<file path="config.mk">
export PLATFORM = sky130hd
export DESIGN_NAME = lcd_serial_tx
export DESIGN_NICKNAME = d
export VERILOG_FILES = /design/src/rtl/lcd_tx_pkg.sv /design/src/rtl/lcd_tx_hold_buf.sv /design/src/rtl/lcd_tx_framer.sv /design/src/rtl/lcd_tx_shifter.sv /design/src/rtl/lcd_serial_tx.sv
export SDC_FILE = /design/constraint.sdc
export NUM_CORES = 1
export LEC_CHECK = 0
export BUFFER_PORTS_ARGS = -buffer_cell sky130_fd_sc_hd__buf_2
export CAP_MARGIN = 20
export CELL_PAD_IN_SITES_DETAIL_PLACEMENT = 2
export CELL_PAD_IN_SITES_GLOBAL_PLACEMENT = 2
export CORE_MARGIN = 2
export CORE_UTILIZATION = 37
export DETAILED_ROUTE_END_ITERATION = 8
export PLACE_DENSITY_LB_ADDON = 0.1
export SLEW_MARGIN = 10
export SYNTH_ARGS = -nofsm -noshare
export SYNTH_HDL_FRONTEND = slang
export SYNTH_SLANG_ARGS = --single-unit
</file>
<file path="constraint.sdc">
create_clock -name clk -period 2.6 [get_ports clk]
set_input_delay 0.39 -clock clk [delete_from_list [all_inputs] [get_ports clk]]
set_output_delay 0.39 -clock clk [all_outputs]
set_load 0.02 [all_outputs]
</file>
<file path="src/rtl/lcd_tx_pkg.sv">
package lcd_tx_pkg;
   localparam int MAX_BITS = 24;
   localparam int FRAME_W  = MAX_BITS + 1;
   localparam int BCNT_W   = $clog2(FRAME_W + 1);

   typedef enum logic [1:0] {
      LEN_8  = 2'd0,
      LEN_16 = 2'd1,
      LEN_18 = 2'd2,
      LEN_24 = 2'd3
   } len_sel_e;

   typedef struct packed {
      logic [MAX_BITS-1:0] data;
      logic                cmd;
   } tx_word_t;

   function automatic int unsigned len_of(input int unsigned sel);
      case (sel)
         0:       return 8;
         1:       return 16;
         2:       return 18;
         default: return 24;
      endcase
   endfunction
endpackage

</file>
<file path="src/rtl/lcd_tx_hold_buf.sv">
module lcd_tx_hold_buf
   import lcd_tx_pkg::*;
(
   input  logic     clk,
   input  logic     rst_n,
   input  logic     wr_en,
   input  tx_word_t wr_word,
   input  logic     take,
   output logic     valid,
   output tx_word_t word
);
   always_ff @(posedge clk or negedge rst_n) begin
      if (!rst_n) begin
         valid <= 1'b0;
         word  <= '0;
      end else if (take) begin
         valid <= 1'b0;
      end else if (wr_en && !valid) begin
         valid <= 1'b1;
         word  <= wr_word;
      end
   end
endmodule

</file>
<file path="src/rtl/lcd_tx_framer.sv">
module lcd_tx_framer
   import lcd_tx_pkg::*;
(
   input  tx_word_t           word,
   input  len_sel_e           len_sel,
   input  logic               inband,
   output logic [FRAME_W-1:0] frame,
   output logic [BCNT_W-1:0]  nbits
);
   logic [MAX_BITS-1:0] aligned [4];
   logic [BCNT_W-1:0]   lens    [4];

   for (genvar g = 0; g < 4; g++) begin : g_len
      localparam int L = len_of(g);
      assign aligned[g] = word.data << (MAX_BITS - L);
      assign lens[g]    = BCNT_W'(L);
   end

   always_comb begin
      if (inband) frame = {word.cmd, aligned[len_sel]};
      else        frame = {aligned[len_sel], 1'b0};
      nbits = lens[len_sel] + BCNT_W'(inband);
   end
endmodule

</file>
<file path="src/rtl/lcd_tx_shifter.sv">
module lcd_tx_shifter
   import lcd_tx_pkg::*;
#(
   parameter int DIV_W = 8
) (
   input  logic               clk,
   input  logic               rst_n,
   input  logic [DIV_W-1:0]   cfg_div,
   input  logic               cfg_cpol,
   input  logic               cfg_cpha,
   input  logic               cfg_a0_mode,
   input  logic               have_word,
   input  logic               word_cmd,
   input  logic [FRAME_W-1:0] frame,
   input  logic [BCNT_W-1:0]  nbits,
   output logic               take,
   output logic               sclk,
   output logic               sdo,
   output logic               cs_n,
   output logic               a0
);
   logic               active, half, a0_q;
   logic [DIV_W-1:0]   hcnt;
   logic [BCNT_W-1:0]  bitcnt;
   logic [FRAME_W-1:0] shreg;
   logic               tick, last_edge, may_chain;

   assign tick      = (hcnt == cfg_div);
   assign last_edge = active && tick && half && (bitcnt == '0);
   assign may_chain = !cfg_a0_mode || (word_cmd == a0_q);
   assign take      = have_word && (!active || (last_edge && may_chain));

   always_ff @(posedge clk or negedge rst_n) begin
      if (!rst_n) begin
         active <= 1'b0;
         half   <= 1'b0;
         hcnt   <= '0;
         bitcnt <= '0;
         shreg  <= '0;
         a0_q   <= 1'b0;
      end else if (take) begin
         active <= 1'b1;
         half   <= 1'b0;
         hcnt   <= '0;
         bitcnt <= nbits - BCNT_W'(1);
         shreg  <= frame;
         if (cfg_a0_mode) a0_q <= word_cmd;
      end else if (active) begin
         if (!tick) begin
            hcnt <= hcnt + DIV_W'(1);
         end else begin
            hcnt <= '0;
            half <= !half;
            if (half) begin
               if (bitcnt == '0) begin
                  active <= 1'b0;
               end else begin
                  bitcnt <= bitcnt - BCNT_W'(1);
                  shreg  <= {shreg[FRAME_W-2:0], 1'b0};
               end
            end
         end
      end
   end

   assign sclk = active ? (cfg_cpol ^ cfg_cpha ^ half) : cfg_cpol;
   assign sdo  = active & shreg[FRAME_W-1];
   assign cs_n = !active;
   assign a0   = cfg_a0_mode & a0_q;
endmodule

</file>
<file path="src/rtl/lcd_serial_tx.sv">
module lcd_serial_tx
   import lcd_tx_pkg::*;
#(
   parameter int DIV_W  = 8,
   parameter int DATA_W = 24
) (
   input  logic              clk,
   input  logic              rst_n,
   input  logic              wr_en,
   input  logic [DATA_W-1:0] wr_data,
   input  logic              wr_cmd,
   input  logic [1:0]        cfg_len,
   input  logic              cfg_a0_mode,
   input  logic              cfg_cpol,
   input  logic              cfg_cpha,
   input  logic [DIV_W-1:0]  cfg_div,
   input  logic              dma_en,
   output logic              irq_txe,
   output logic              dma_req,
   output logic              sclk,
   output logic              sdo,
   output logic              cs_n,
   output logic              a0
);
   if (DIV_W < 1 || DIV_W > 16) begin : g_bad_div
      $error("DIV_W must lie in 1..16");
   end
   if (DATA_W != MAX_BITS) begin : g_bad_data
      $error("DATA_W must equal the longest frame length");
   end

   tx_word_t           in_word, buf_word;
   logic               buf_valid, take;
   logic [FRAME_W-1:0] frame;
   logic [BCNT_W-1:0]  nbits;

   assign in_word = '{data: wr_data, cmd: wr_cmd};

   lcd_tx_hold_buf u_buf (
      .clk(clk), .rst_n(rst_n), .wr_en(wr_en), .wr_word(in_word),
      .take(take), .valid(buf_valid), .word(buf_word)
   );

   lcd_tx_framer u_frm (
      .word(buf_word), .len_sel(len_sel_e'(cfg_len)), .inband(!cfg_a0_mode),
      .frame(frame), .nbits(nbits)
   );

   lcd_tx_shifter #(.DIV_W(DIV_W)) u_shf (
      .clk(clk), .rst_n(rst_n), .cfg_div(cfg_div), .cfg_cpol(cfg_cpol),
      .cfg_cpha(cfg_cpha), .cfg_a0_mode(cfg_a0_mode), .have_word(buf_valid),
      .word_cmd(buf_word.cmd), .frame(frame), .nbits(nbits), .take(take),
      .sclk(sclk), .sdo(sdo), .cs_n(cs_n), .a0(a0)
   );

   assign irq_txe = !buf_valid;
   assign dma_req = dma_en & !buf_valid;
endmodule

</file>
# --- Yosys cells after proc, flatten, opt, wreduce, memory -nomap -nowiden ---
# Index checks and enable logic that the tools add are counted.
totals:
  regBits: 67
  output_inout_bits: 6
classes:
  addsub: 4
  order_cmp: 1
  eq_ne: 3
  mux: 31
  bitwise: 7
  n_reduce_logical: 21
ops:
  columns: ["cell", "count"]
  rows:
  - ["$mux 25", 6]
  - ["$bmux 24 s2", 1]
  - ["$mux 24", 2]
  - ["$mux 5", 7]
  - ["$mux 8", 3]
  - ["$mux 1", 11]
  - ["$bmux 5 s2", 1]
  - ["$sub 5x1->5 const B", 2]
  - ["$add 8x1->8 const B", 1]
  - ["$eq 8x8->1", 1]
  - ["$reduce_bool 2->1", 4]
  - ["$logic_and 1x1->1", 6]
  - ["$reduce_and 2->1", 3]
  - ["$add 5x1->5", 1]
  - ["$logic_not 5->1", 1]
  - ["$logic_not 1->1", 4]
  - ["$reduce_and 4->1", 1]
  - ["$and 1x1->1", 3]
  - ["$ge 3x3->1 const B", 1]
  - ["$not 2->3", 1]
  - ["$logic_or 1x1->1", 2]
  - ["$ne 2x2->1 const B", 1]
  - ["$xor 1x1->1", 2]
  - ["$eq 1x1->1", 1]
  - ["$not 1->1", 1]

# --- Depth between registers and ports, before layout ---
# Gate-level depths: netlist of run 1.
logic_depth:
  depth_word: 9
  ltp_mapped: 11
  ltp_nobuf: 8

# --- Modules after synthesis ---
# A second synthesis of run 1 with hierarchy kept.
hier_totals:
  cells_unflattened: 407
  area_unflattened_um2: 4195.3
modules_own_cells:
  columns: ["mod", "n_inst", "cells_each", "area_each_um2"]
  rows:
  - ["lcd_tx_shifter", 1, 232, 2164.6]
  - ["lcd_tx_framer", 1, 116, 1036.0]
  - ["lcd_tx_hold_buf", 1, 56, 980.9]
  - ["lcd_serial_tx", 1, 3, 13.8]

# --- Worst setup path before layout of run 1 ---
# Ideal clock, no wire load.
synth_timing:
  kind: "input -> register"
  startpoint: "input cfg_len[0]"
  endpoint: "register u_shf.bitcnt[3]"
  t_arrival_ns: 2.383
  slack_ns: 0.135
  cell_stages: 11
  n_path_buf: 3
  path_cell_list: "buf_2 -> clkbuf_1 -> clkbuf_1 -> inv_1 -> ha_1 -> inv_1 -> ha_1 -> fa_1 -> inv_1 -> nor2_1 -> a31oi_1"
synth_via:
  elab_chain_cells: 7
synth_lines:
  columns: ["item", "line", "rtl"]
  rows:
  - ["start: declaration", "lcd_serial_tx.sv:12", "input logic [1:0] cfg_len,"]
  - ["$not 2->3 (implied by the code)", "lcd_tx_framer.sv:22", "nbits = lens[len_sel] + BCNT_W'(inband);"]
  - ["$bmux 5 s2", "lcd_tx_framer.sv:22", null]
  - ["$mux 5 (implied by the code) (2 in a row)", "lcd_tx_framer.sv:22", null]
  - ["$add 5x1->5", "lcd_tx_framer.sv:22", null]
  - ["$sub 5x1->5", "lcd_tx_shifter.sv:45", "bitcnt <= nbits - BCNT_W'(1);"]
  - ["$mux 5", "lcd_tx_shifter.sv:41", "end else if (take) begin"]
  - ["end signal: assignment", "lcd_tx_shifter.sv:45", null]
  - ["end signal: assignment", "lcd_tx_shifter.sv:58", "bitcnt <= bitcnt - BCNT_W'(1);"]
  - ["end: declaration", "lcd_tx_shifter.sv:24", "logic [BCNT_W-1:0] bitcnt;"]
# Every way passes these cells. The select of a mux whose other input is x is not followed.
# A chain may end at the register's enable or synchronous reset.

# --- Worst setup path after layout of run 1 ---
layout_timing:
  startpoint: "register u_shf.bitcnt[0]"
  endpoint: "register u_shf.a0_q"
layout_via:
  elab_chain_cells: 6
layout_lines:
  columns: ["item", "line", "rtl"]
  rows:
  - ["$logic_not 5->1", "lcd_tx_shifter.sv:29", "assign last_edge = active && tick && half && (bitcnt == '0);"]
  - ["$logic_and 1x1->1", "lcd_tx_shifter.sv:29", null]
  - ["$logic_and 1x1->1", "lcd_tx_shifter.sv:31", "assign take = have_word && (!active || (last_edge && may_chain));"]
  - ["$logic_or 1x1->1", "lcd_tx_shifter.sv:31", null]
  - ["$logic_and 1x1->1", "lcd_tx_shifter.sv:31", null]
  - ["$reduce_and 2->1 (no source line)", null, null]
  - ["end signal: assignment", "lcd_tx_shifter.sv:47", "if (cfg_a0_mode) a0_q <= word_cmd;"]
  - ["end: declaration", "lcd_tx_shifter.sv:22", "logic active, half, a0_q;"]
# Every way passes these cells.

==> flow_summary.ini, run 1 <==
[power]
total_power_w = 0.002874
power.leakage_nw = 2.036
vdd_drop_max_uv = 254.4
powerDensity_nw_per_um2 = 649.4

[synth]
synth_edf_count = 0
synth_area_um2 = 3801
ys.flop_type = dfrtp_1
synth.ff_latch_count = 67
synth_nets = 418
syn-instance-count = 370
synthArstFlopShare = 1.000
yosysWarnings = 0
synth.avg_cell_area_um2 = 10.27
yosysTopAreaCell = dfrtp_1
seq_area_frac_synth = 0.4411
synth_top_area_share = 0.4411
synthTopCellsByArea = dfrtp_1, mux2_2, nand2_1
synth_cell_types = 40

[route]
ant_nets = 0
viasPerCell = 5.397
first_pass_iters = 4
finalWirelength_mm = 10.15
drt_iter0_drc = 107
wire_per_inst_um = 18.32
vias = 2990
drc_errors = 0

[worst_setup_path]
reg2reg_slack_ps = 150
rr_worst_depth = 7
critPathLaunchType = register
crit_type = reg2reg
slowest_stage = or4b_4
cp_top_family = simple AND/OR/NAND/NOR gates
critPathMaxFanout = 11
cp.buffers_inverters = 1
crit_required_ps = 2840
r2r_end = u_shf.a0_q$_DFFE_PN0P_
worstPathCellList = inv_1 > ha_1 > or4b_4 > a2111o_1 > o31a_4 > nor2_1 > mux2_2
arrival_ps = 2690
crit_path_end_kind = register
r2r_start = u_shf.bitcnt[0]$_DFFE_PN0P_
critPathMaxStageDelay_ps = 480

[clock_network]
htree_levels = 3
clock_sinks = 67
tritoncts = done
cts_root_buf = clkbuf_8
postCtsSetupBuffers = 0
cts.clk_slew.worst_paths_ps = 80
ctsResizeCount = 0
cts_buffers = 9
clockBufferDepth = 2
hold_buffers = 0
clock_latency_ps = 350

[finish]
final_nets = 464
register_area_um2 = 1677
multi_input_area_um2 = 1979
final_util = 0.4486
mostFrequentLayoutCell = dfrtp_1
antennaDiodeCount = 0
final_cell_mix = dfrtp_1, nand2_1, buf_2, mux2_2, a31oi_1
fillers = 1061
areaGrowthSynthToFinish_pct = 16.43
design_area_um2 = 4425
drive_gt1_frac = 0.2969

[global_route]
gr-total-overflow = 0
track_usage = 0.1986
antenna_found_initial = 0
grt_max_degree = 68
grt_pass1_wl_mm = 17.22
first_global_vias = 3370

[sta]
setup_viol = 0
slew_headroom = 0.6922
setup_ws_ps = 147.6
worstMarginPinSlew_ps = 460.1
fin_worst_skew_ps = 8.462
final_max_slew_viol_count = 0
finalHoldViolations = 0
period_minus_slack_ps = 2452
min_period_over_period = 0.9432
fmax_mhz = 407.8

[outcome]
status = complete, no violations

[die]
dieArea_um2 = 11100
rows = 36
ios = 48
chipWidth_um = 105.4
core_um2 = 9864
fp.dieH_um = 105.4
initial_core_util = 0.3853

[place]
io_buffers = 47
placed_cell_area_um2 = 4200
place_hpwl_mm = 7.442
place_congestion = 0.8027
dp_worst_setup_slack_ps = 64.25

[job]
maxCapViolCount = 0

[hold_path]
hold_path.class = in2async
[power breakdown]
part	switching (W)	internal [W]
clock network	0.000423	0.000538
logic	0.000277	0.000297
registers	0.000164	0.00118
[worst register-to-register path: cells and delay by family, from the launching register on]
family,cells,cell delay (ps)
DFF,1,420
adders and majority gates,1,140
and+or+nand+nor,2,670
AOI/OAI and AO/OA,2,670
buffers and inverters,1,100
muxes,1,360
[worst max path at each step]
stage | slack (ps) | start | end | cells past startpoint
3_3_place_gp | 170 | u_shf.bitcnt[0]$_DFFE_PN0P_ | u_shf.shreg[8]$_DFFE_PN0P_ | 8
6_report | 150 | u_shf.bitcnt[0]$_DFFE_PN0P_ | u_shf.a0_q$_DFFE_PN0P_ | 7
3_5_place_dp | 60 | u_shf.bitcnt[0]$_DFFE_PN0P_ | u_shf.shreg[16]$_DFFE_PN0P_ | 8
4_1_cts | 50 | u_shf.bitcnt[0]$_DFFE_PN0P_ | u_shf.shreg[16]$_DFFE_PN0P_ | 8
5_1_grt | -2 | u_shf.bitcnt[1]$_DFFE_PN0P_ | u_shf.shreg[22]$_DFFE_PN0P_ | 8
2_1_floorplan | 130 | cfg_len[0] | u_shf.bitcnt[3]$_DFFE_PN0P_ | 11
[cell families after synthesis]
kind of cell,Yosys count,synth area share
fa+ha+maj,6,0.02173
simple gates,107,0.1267
mux,64,0.2074
compound gates,71,0.1178
flops,67,0.4411
xor+xnor,18,0.04147
buf+inv,37,0.04378
[final cells by class]
type | instances | share of cell area
clock buffers | 11 | 0.02969
clock inverters | 5 | 0.01753
inverters | 12 | 0.01018
multi-input cells | 266 | 0.4473
flip-flops and latches | 67 | 0.3789
well taps | 133 | 0.03760
repair buffers | 60 | 0.07888
[synthesized netlist by cell type, drive strengths merged (9+ instances only)]
master and number:
inv 12, a21oi 17, mux2 38, clkbuf 17, and2 10, dfrtp 67
mux2i 18, nor2 21, xnor2 13, nand2 54, a211oi 9, a31oi 25
[flip-flops by register name (all words and copies together), names as in the netlist]
signal	flops
u_buf.word	25
u_shf.shreg	25
u_shf.hcnt	8
u_shf.bitcnt	5
u_buf.valid	1
u_shf.a0_q	1
u_shf.active	1
u_shf.half	1
[per-stage QoR]
| stage | std cells | hold WS [ps] | TNS, ps |
|---|---|---|---|
| floorplan | 370 | 94.41 | 0 |
| global placement | 538 | 441.9 | 0 |
| detailed placement | 538 | 441.4 | 0 |
| CTS | 554 | 49.97 | 0 |
| global route | 554 | 47.04 | -2.007 |
| finish | 554 | 40.42 | 0 |
[routing by layer]
layer | up-vias | wire length (um) | global-route usage
met4 | 0 | 219 | 0.07333
met3 | 13 | 331 | 0.04020
met2 | 53 | 5090 | 0.3447
met1 | 1518 | 4510 | 0.2430
li1 | 1406 | - | -
met5 | - | 0 | 0
No activity file was read; power rests on OpenSTA's default activity.
==> run 2, diff against run 1 <==
--- a/config.mk
+++ b/config.mk
@@ -5,7 +5,7 @@
 export SDC_FILE = /design/constraint.sdc
 export NUM_CORES = 1
 export LEC_CHECK = 0
-export BUFFER_PORTS_ARGS = -buffer_cell sky130_fd_sc_hd__buf_2
+export BUFFER_PORTS_ARGS = -buffer_cell sky130_fd_sc_hd__buf_4
 export CAP_MARGIN = 20
 export CELL_PAD_IN_SITES_DETAIL_PLACEMENT = 2
 export CELL_PAD_IN_SITES_GLOBAL_PLACEMENT = 2
@@ -13,7 +13,6 @@
 export CORE_UTILIZATION = 37
 export DETAILED_ROUTE_END_ITERATION = 8
 export PLACE_DENSITY_LB_ADDON = 0.1
-export SLEW_MARGIN = 10
 export SYNTH_ARGS = -nofsm -noshare
 export SYNTH_HDL_FRONTEND = slang
 export SYNTH_SLANG_ARGS = --single-unit
==> run 2 against run 1 <==
  * Register-to-register slack gained 30 ps
  * Clock-buffer cell count up 2
  * Total power fell by 3.9%
  * Highest routed layer unchanged
  * Maximum frequency up 1.3%
  * Via count rose by 1.1%
  * Setup slack improved by 31 ps
  * Wire length is 5.4% higher
  * Global-route usage rose by 1.1 points
  * First-iteration DRC count up 5.6%
==> flow_summary.ini, run 2 (synthesis gave the netlist of run 1 again) <==
[outcome]
status = complete, no violations

[sta]
fmax_mhz = 412.9
finalHoldViolations = 0
slew_headroom = 0.4066
setup_ws_ps = 178.2
whs_ps = 145.4
final_max_slew_viol_count = 0
setup_viol = 0
fin_worst_skew_ps = 9.626
period_minus_slack_ps = 2422
finalSetupTns_ps = 0
min_period_over_period = 0.9314
rsz0062_at_grt = false
worstMarginPinSlew_ps = 890.1

[place]
place_hpwl_mm = 7.456
dp_worst_setup_slack_ps = 83.82
place_congestion = 0.7658
io_buffers = 47

[global_route]
first_global_vias = 3405
antenna_found_initial = 0
track_usage = 0.2092
gr-total-overflow = 0
grt_pass1_wl_mm = 18.15
grt_max_degree = 68

[route]
vias = 3023
wire_per_inst_um = 19.50
ant_nets = 0
first_pass_iters = 4
viasPerCell = 5.506
drt_iter0_drc = 113
drc_errors = 0
finalWirelength_mm = 10.70

[power]
total_power_w = 0.002761
clkPwrFrac = 0.300
p_comb_frac = 0.215
p_sw_frac = 0.3104
power.leakage_nw = 2.013
power.net_switching_w = 0.0008570
seqPwrFrac = 0.486
p_int_w = 0.001904
powerDensity_nw_per_um2 = 617.9
vdd_drop_max_uv = 308.3

[finish]
register_area_um2 = 1677
multi_input_area_um2 = 1977
final_util = 0.4529
final_nets = 460
antennaDiodeCount = 0
mostFrequentLayoutCell = dfrtp_1
fillers = 1062
reg_top3 = u_buf.word x25, u_shf.shreg x25, u_shf.hcnt x8
drive_gt1_frac = 0.2933
areaGrowthSynthToFinish_pct = 17.54
final_cell_mix = dfrtp_1, buf_4, nand2_1, mux2_2, a31oi_1

[worst_setup_path]
reg2reg_slack_ps = 180
crit_path_end_kind = register
rr_worst_depth = 8
critPathMaxStageDelay_ps = 480
critPathLaunchType = register
critPathMaxFanout = 17
r2r_start = u_shf.bitcnt[0]$_DFFE_PN0P_
arrival_ps = 2660
crit_required_ps = 2830
r2r_end = u_shf.shreg[24]$_DFFE_PN0P_
slowest_stage = or4b_4
crit_type = reg2reg
worstPathCellList = inv_1 > ha_1 > or4b_4 > a2111o_1 > o31a_2 > buf_4 > a211oi_1 > a31oi_1

[clock_network]
postCtsSetupBuffers = 0
htree_levels = 3
clock_latency_ps = 360
hold_buffers = 0
tritoncts = done
cts.clk_slew.worst_paths_ps = 80
clockBufferDepth = 2
cts_buffers = 9
cts_root_buf = clkbuf_8
clock_sinks = 67

[die]
dieArea_um2 = 11100
fp.dieH_um = 105.4
initial_core_util = 0.3853
chipWidth_um = 105.4
core_um2 = 9864
ios = 48
rows = 36

[job]
maxCapViolCount = 0

[hold_path]
hold_path.class = in2async
## run 2: how the worst max path moves through the flow
stage | start | to | slack, ps | cells past startpoint
after floorplan | cfg_len[0] | u_shf.bitcnt[3]$_DFFE_PN0P_ | 130 | 11
after global placement | u_shf.bitcnt[0]$_DFFE_PN0P_ | u_shf.shreg[8]$_DFFE_PN0P_ | 230 | 8
after detailed placement | u_shf.bitcnt[0]$_DFFE_PN0P_ | u_shf.shreg[16]$_DFFE_PN0P_ | 80 | 8
after CTS | u_shf.bitcnt[0]$_DFFE_PN0P_ | u_shf.shreg[16]$_DFFE_PN0P_ | 80 | 8
after global routing | u_shf.bitcnt[0]$_DFFE_PN0P_ | u_shf.shreg[22]$_DFFE_PN0P_ | 8 | 8
final | u_shf.bitcnt[0]$_DFFE_PN0P_ | u_shf.shreg[24]$_DFFE_PN0P_ | 180 | 8
## run 2: worst max-delay path, delay by kind of cell, from the launching register on
family                     cells  cell delay [ps]
DFF                            1              420
and+or+nand+nor                1              480
AOI/OAI and AO/OA              4              950
buffers and inverters          2              310
adders and majority gates      1              140
## run 2: per-stage QoR
stage	cell area (um2)	cells
2_1_floorplan	3801	370
3_3_place_gp	4275	534
3_5_place_dp	4275	534
4_1_cts	4454	549
5_1_grt	4468	549
6_report	4468	549
## run 2: cell type report
type                            count  area share
Clock buffer                       13     0.03780
Clock inverter                      2    0.002240
Inverter                           12     0.01008
Multi-Input combinational cell    266      0.4425
Sequential cell                    67      0.3752
Tap cell                          133     0.03724
Timing Repair Buffer               56     0.09493
## run 2: what timing repair did
| item | 4_1_cts | 5_1_grt |
|---|---|---|
| endpoints found under the setup margin | 0 | 10 |
| gates resized for setup | 0 | 3 |
| hold endpoints to repair | 0 | 0 |
## run 2: power by group through the flow
| stage | Sequential (W) | Combinational (W) | Clock (W) |
|---|---|---|---|
| 4_1_cts | 0.00134 | 0.000604 | 0.000850 |
| 3_3_place_gp | 0.00136 | 0.000567 | 0 |
| 5_1_grt | 0.00137 | 0.000667 | 0.000891 |
| 6_report | 0.00134 | 0.000593 | 0.000827 |
| 3_5_place_dp | 0.00136 | 0.000597 | 0 |
| 2_1_floorplan | 0.00130 | 0.000407 | 0 |
## run 2: metal layers
metal | vias to the layer above | track usage | routed length, um | share of wire
met5 | - | 0 | 0 | 0
met4 | 0 | 0.08857 | 249 | 0.023
met3 | 17 | 0.03278 | 321 | 0.030
met2 | 58 | 0.3659 | 5445 | 0.51
met1 | 1547 | 0.2547 | 4688 | 0.44
li1 | 1401 | - | - | -
==> run 3, diff against run 2 <==
--- a/config.mk
+++ b/config.mk
@@ -5,6 +5,7 @@
 export SDC_FILE = /design/constraint.sdc
 export NUM_CORES = 1
 export LEC_CHECK = 0
+export ABC_AREA = 0
 export BUFFER_PORTS_ARGS = -buffer_cell sky130_fd_sc_hd__buf_4
 export CAP_MARGIN = 20
 export CELL_PAD_IN_SITES_DETAIL_PLACEMENT = 2
@@ -12,7 +13,7 @@
 export CORE_MARGIN = 2
 export CORE_UTILIZATION = 37
 export DETAILED_ROUTE_END_ITERATION = 8
-export PLACE_DENSITY_LB_ADDON = 0.1
+export PLACE_DENSITY = 0.79
 export SYNTH_ARGS = -nofsm -noshare
 export SYNTH_HDL_FRONTEND = slang
 export SYNTH_SLANG_ARGS = --single-unit
==> run 3 against run 2 <==
  * Worst hold slack got worse by 9.2 ps
  * Register-to-register slack about the same
  * Setup slack got worse by 9.1 ps
  * Wire length increased by 4.7%
  * Sequential share of layout area fell by 0.40 points
  * Global-route usage grew 0.25 points
  * Die area stayed put
  * Clock skew hardly changed
  * Critical path depth stayed put
  * Clock-buffer cell count is 3 lower
  * Non-clock buffer count down 1
  * Largest cell class unchanged
==> flow_summary.ini, run 3 (synthesis gave the netlist of run 1 again) <==
[global_route]
antenna_found_initial = 0
first_global_vias = 3395
gr-total-overflow = 0
grt_pass1_wl_mm = 18.23
grt.busiest_layer = met2
use_met2 = 0.3751
met3_usage = 0.04082
track_usage = 0.2117
grt.met1_usage = 0.2620
grt_max_degree = 68

[finish]
mostFrequentLayoutCell = dfrtp_1
final_nets = 459
antennaDiodeCount = 0
final_cell_mix = dfrtp_1, nand2_1, buf_4, mux2_2, a31oi_1
final_util = 0.4578
fillers = 1023
areaGrowthSynthToFinish_pct = 18.80
reg_top3 = u_buf.word x25, u_shf.shreg x25, u_shf.hcnt x8
drive_gt1_frac = 0.2933

[die]
core_um2 = 9864
fp.dieH_um = 105.4
chipWidth_um = 105.4
initial_core_util = 0.3853
ios = 48
dieArea_um2 = 11100
rows = 36

[worst_setup_path]
crit_type = reg2reg
rr_worst_depth = 8
cp.buffers_inverters = 2
worst-path-stages = 8
cp_top_family = compound AO/OA/AOI/OAI gates
critPathLaunchType = register
arrival_ps = 2650
slowest_stage = or4b_4
crit_path_end_kind = register
worstPathCellList = inv_1 > ha_1 > or4b_4 > a2111o_1 > o31a_2 > buf_6 > a211oi_1 > a31oi_1
critPathMaxStageDelay_ps = 480
crit_required_ps = 2820
critPathMaxFanout = 32

[clock_network]
cts_buffers = 9
clockBufferDepth = 2
clock_sinks = 67
cts_root_buf = clkbuf_8
cts.clk_slew.worst_paths_ps = 80
clock_latency_ps = 360
tritoncts = done
hold_buffers = 0
htree_levels = 3

[hold_path]
hold_path.class = in2async

[power]
total_power_w = 0.002979
vdd_drop_max_uv = 342.0
power.leakage_nw = 2.028
powerDensity_nw_per_um2 = 659.6

[route]
wire_per_inst_um = 20.41
viasPerCell = 5.543
first_pass_iters = 5
vias = 3043
ant_nets = 0
finalWirelength_mm = 11.20
drc_errors = 0
drt_iter0_drc = 82

[sta]
finalSetupTns_ps = 0
final_max_slew_viol_count = 0
min_period_over_period = 0.9350
fmax_mhz = 411.4
worstMarginPinSlew_ps = 900.7
slew_headroom = 0.3995
rsz0062_at_grt = false
fin_worst_skew_ps = 9.438
period_minus_slack_ps = 2431
finalHoldViolations = 0
setup_viol = 0

[place]
place_congestion = 0.7539
place_hpwl_mm = 7.561
io_buffers = 47

[job]
maxCapViolCount = 0

[outcome]
status = complete, no violations
## run 3: cell count changes in the layout (fill, tap and decap cells not counted), sizes merged
cell	change
clkbuf	-3
bufinv	+2
clkinvlp	+2
buf	-1
## run 3: final timing paths
path,from,slack [ps],to
setup reg to reg,u_shf.bitcnt[0]$_DFFE_PN0P_,170,u_shf.shreg[17]$_DFFE_PN0P_
setup / recovery,u_shf.bitcnt[0]$_DFFE_PN0P_,170,u_shf.shreg[17]$_DFFE_PN0P_
hold / removal,rst_n,140,u_shf.hcnt[7]$_DFFE_PN0P_
min in group clk,wr_en,240,u_buf.valid$_DFFE_PN0P_
max in group asynchronous,rst_n,1850,u_buf.word[3]$_DFFE_PN0P_
hold reg to reg,u_buf.word[22]$_DFFE_PN0P_,520,u_buf.word[22]$_DFFE_PN0P_
## run 3: worst reg2reg max path, stage by stage (launching register included)
cell and delay, ps:
dfrtp_1 440, inv_1 100, ha_1 130, or4b_4 480
a2111o_1 300, o31a_2 320, buf_6 200, a211oi_1 230
a31oi_1 90
## run 3: timing repair
item | 4_1_cts | 5_1_grt
setup endpoints to repair | 0 | 3
buffers inserted | 0 | 0
gates resized for setup | 0 | 2
## run 3: area by class of cell
type	count	area, um2	area share
clock buffer	10	137.6	0.03048
clock inverter	6	88.84	0.01967
inverter	12	45.04	0.009975
multi-input combinational	266	1972	0.4367
sequential	67	1677	0.3713
tap	133	166.4	0.03685
timing repair buffer	55	429.2	0.09504
## run 3: layer usage
metal  wire length (um)  up-vias
li1                   -     1398
met1               4939     1585
met2               5861       45
met3                279       15
met4                123        0
met5                  0        -
## run 3: through the flow
step                      area, um2  hold slack (ps)  setup WS [ps]  cells
after floorplan                3801            94.41          134.6    370
after global placement         4280            486.0          239.6    533
after detailed placement       4280            502.9          107.2    533
after CTS                      4507            180.8          90.21    549
after global routing           4516            201.9          48.70    549
final                          4516            136.2          169.1    549
## run 3: where the power goes
group          internal (W)  leakage (nW)  switching (W)
registers           0.00117         0.845       0.000174
clock network      0.000566         0.108       0.000446
logic              0.000313          1.07       0.000305
total               0.00205          2.03       0.000924
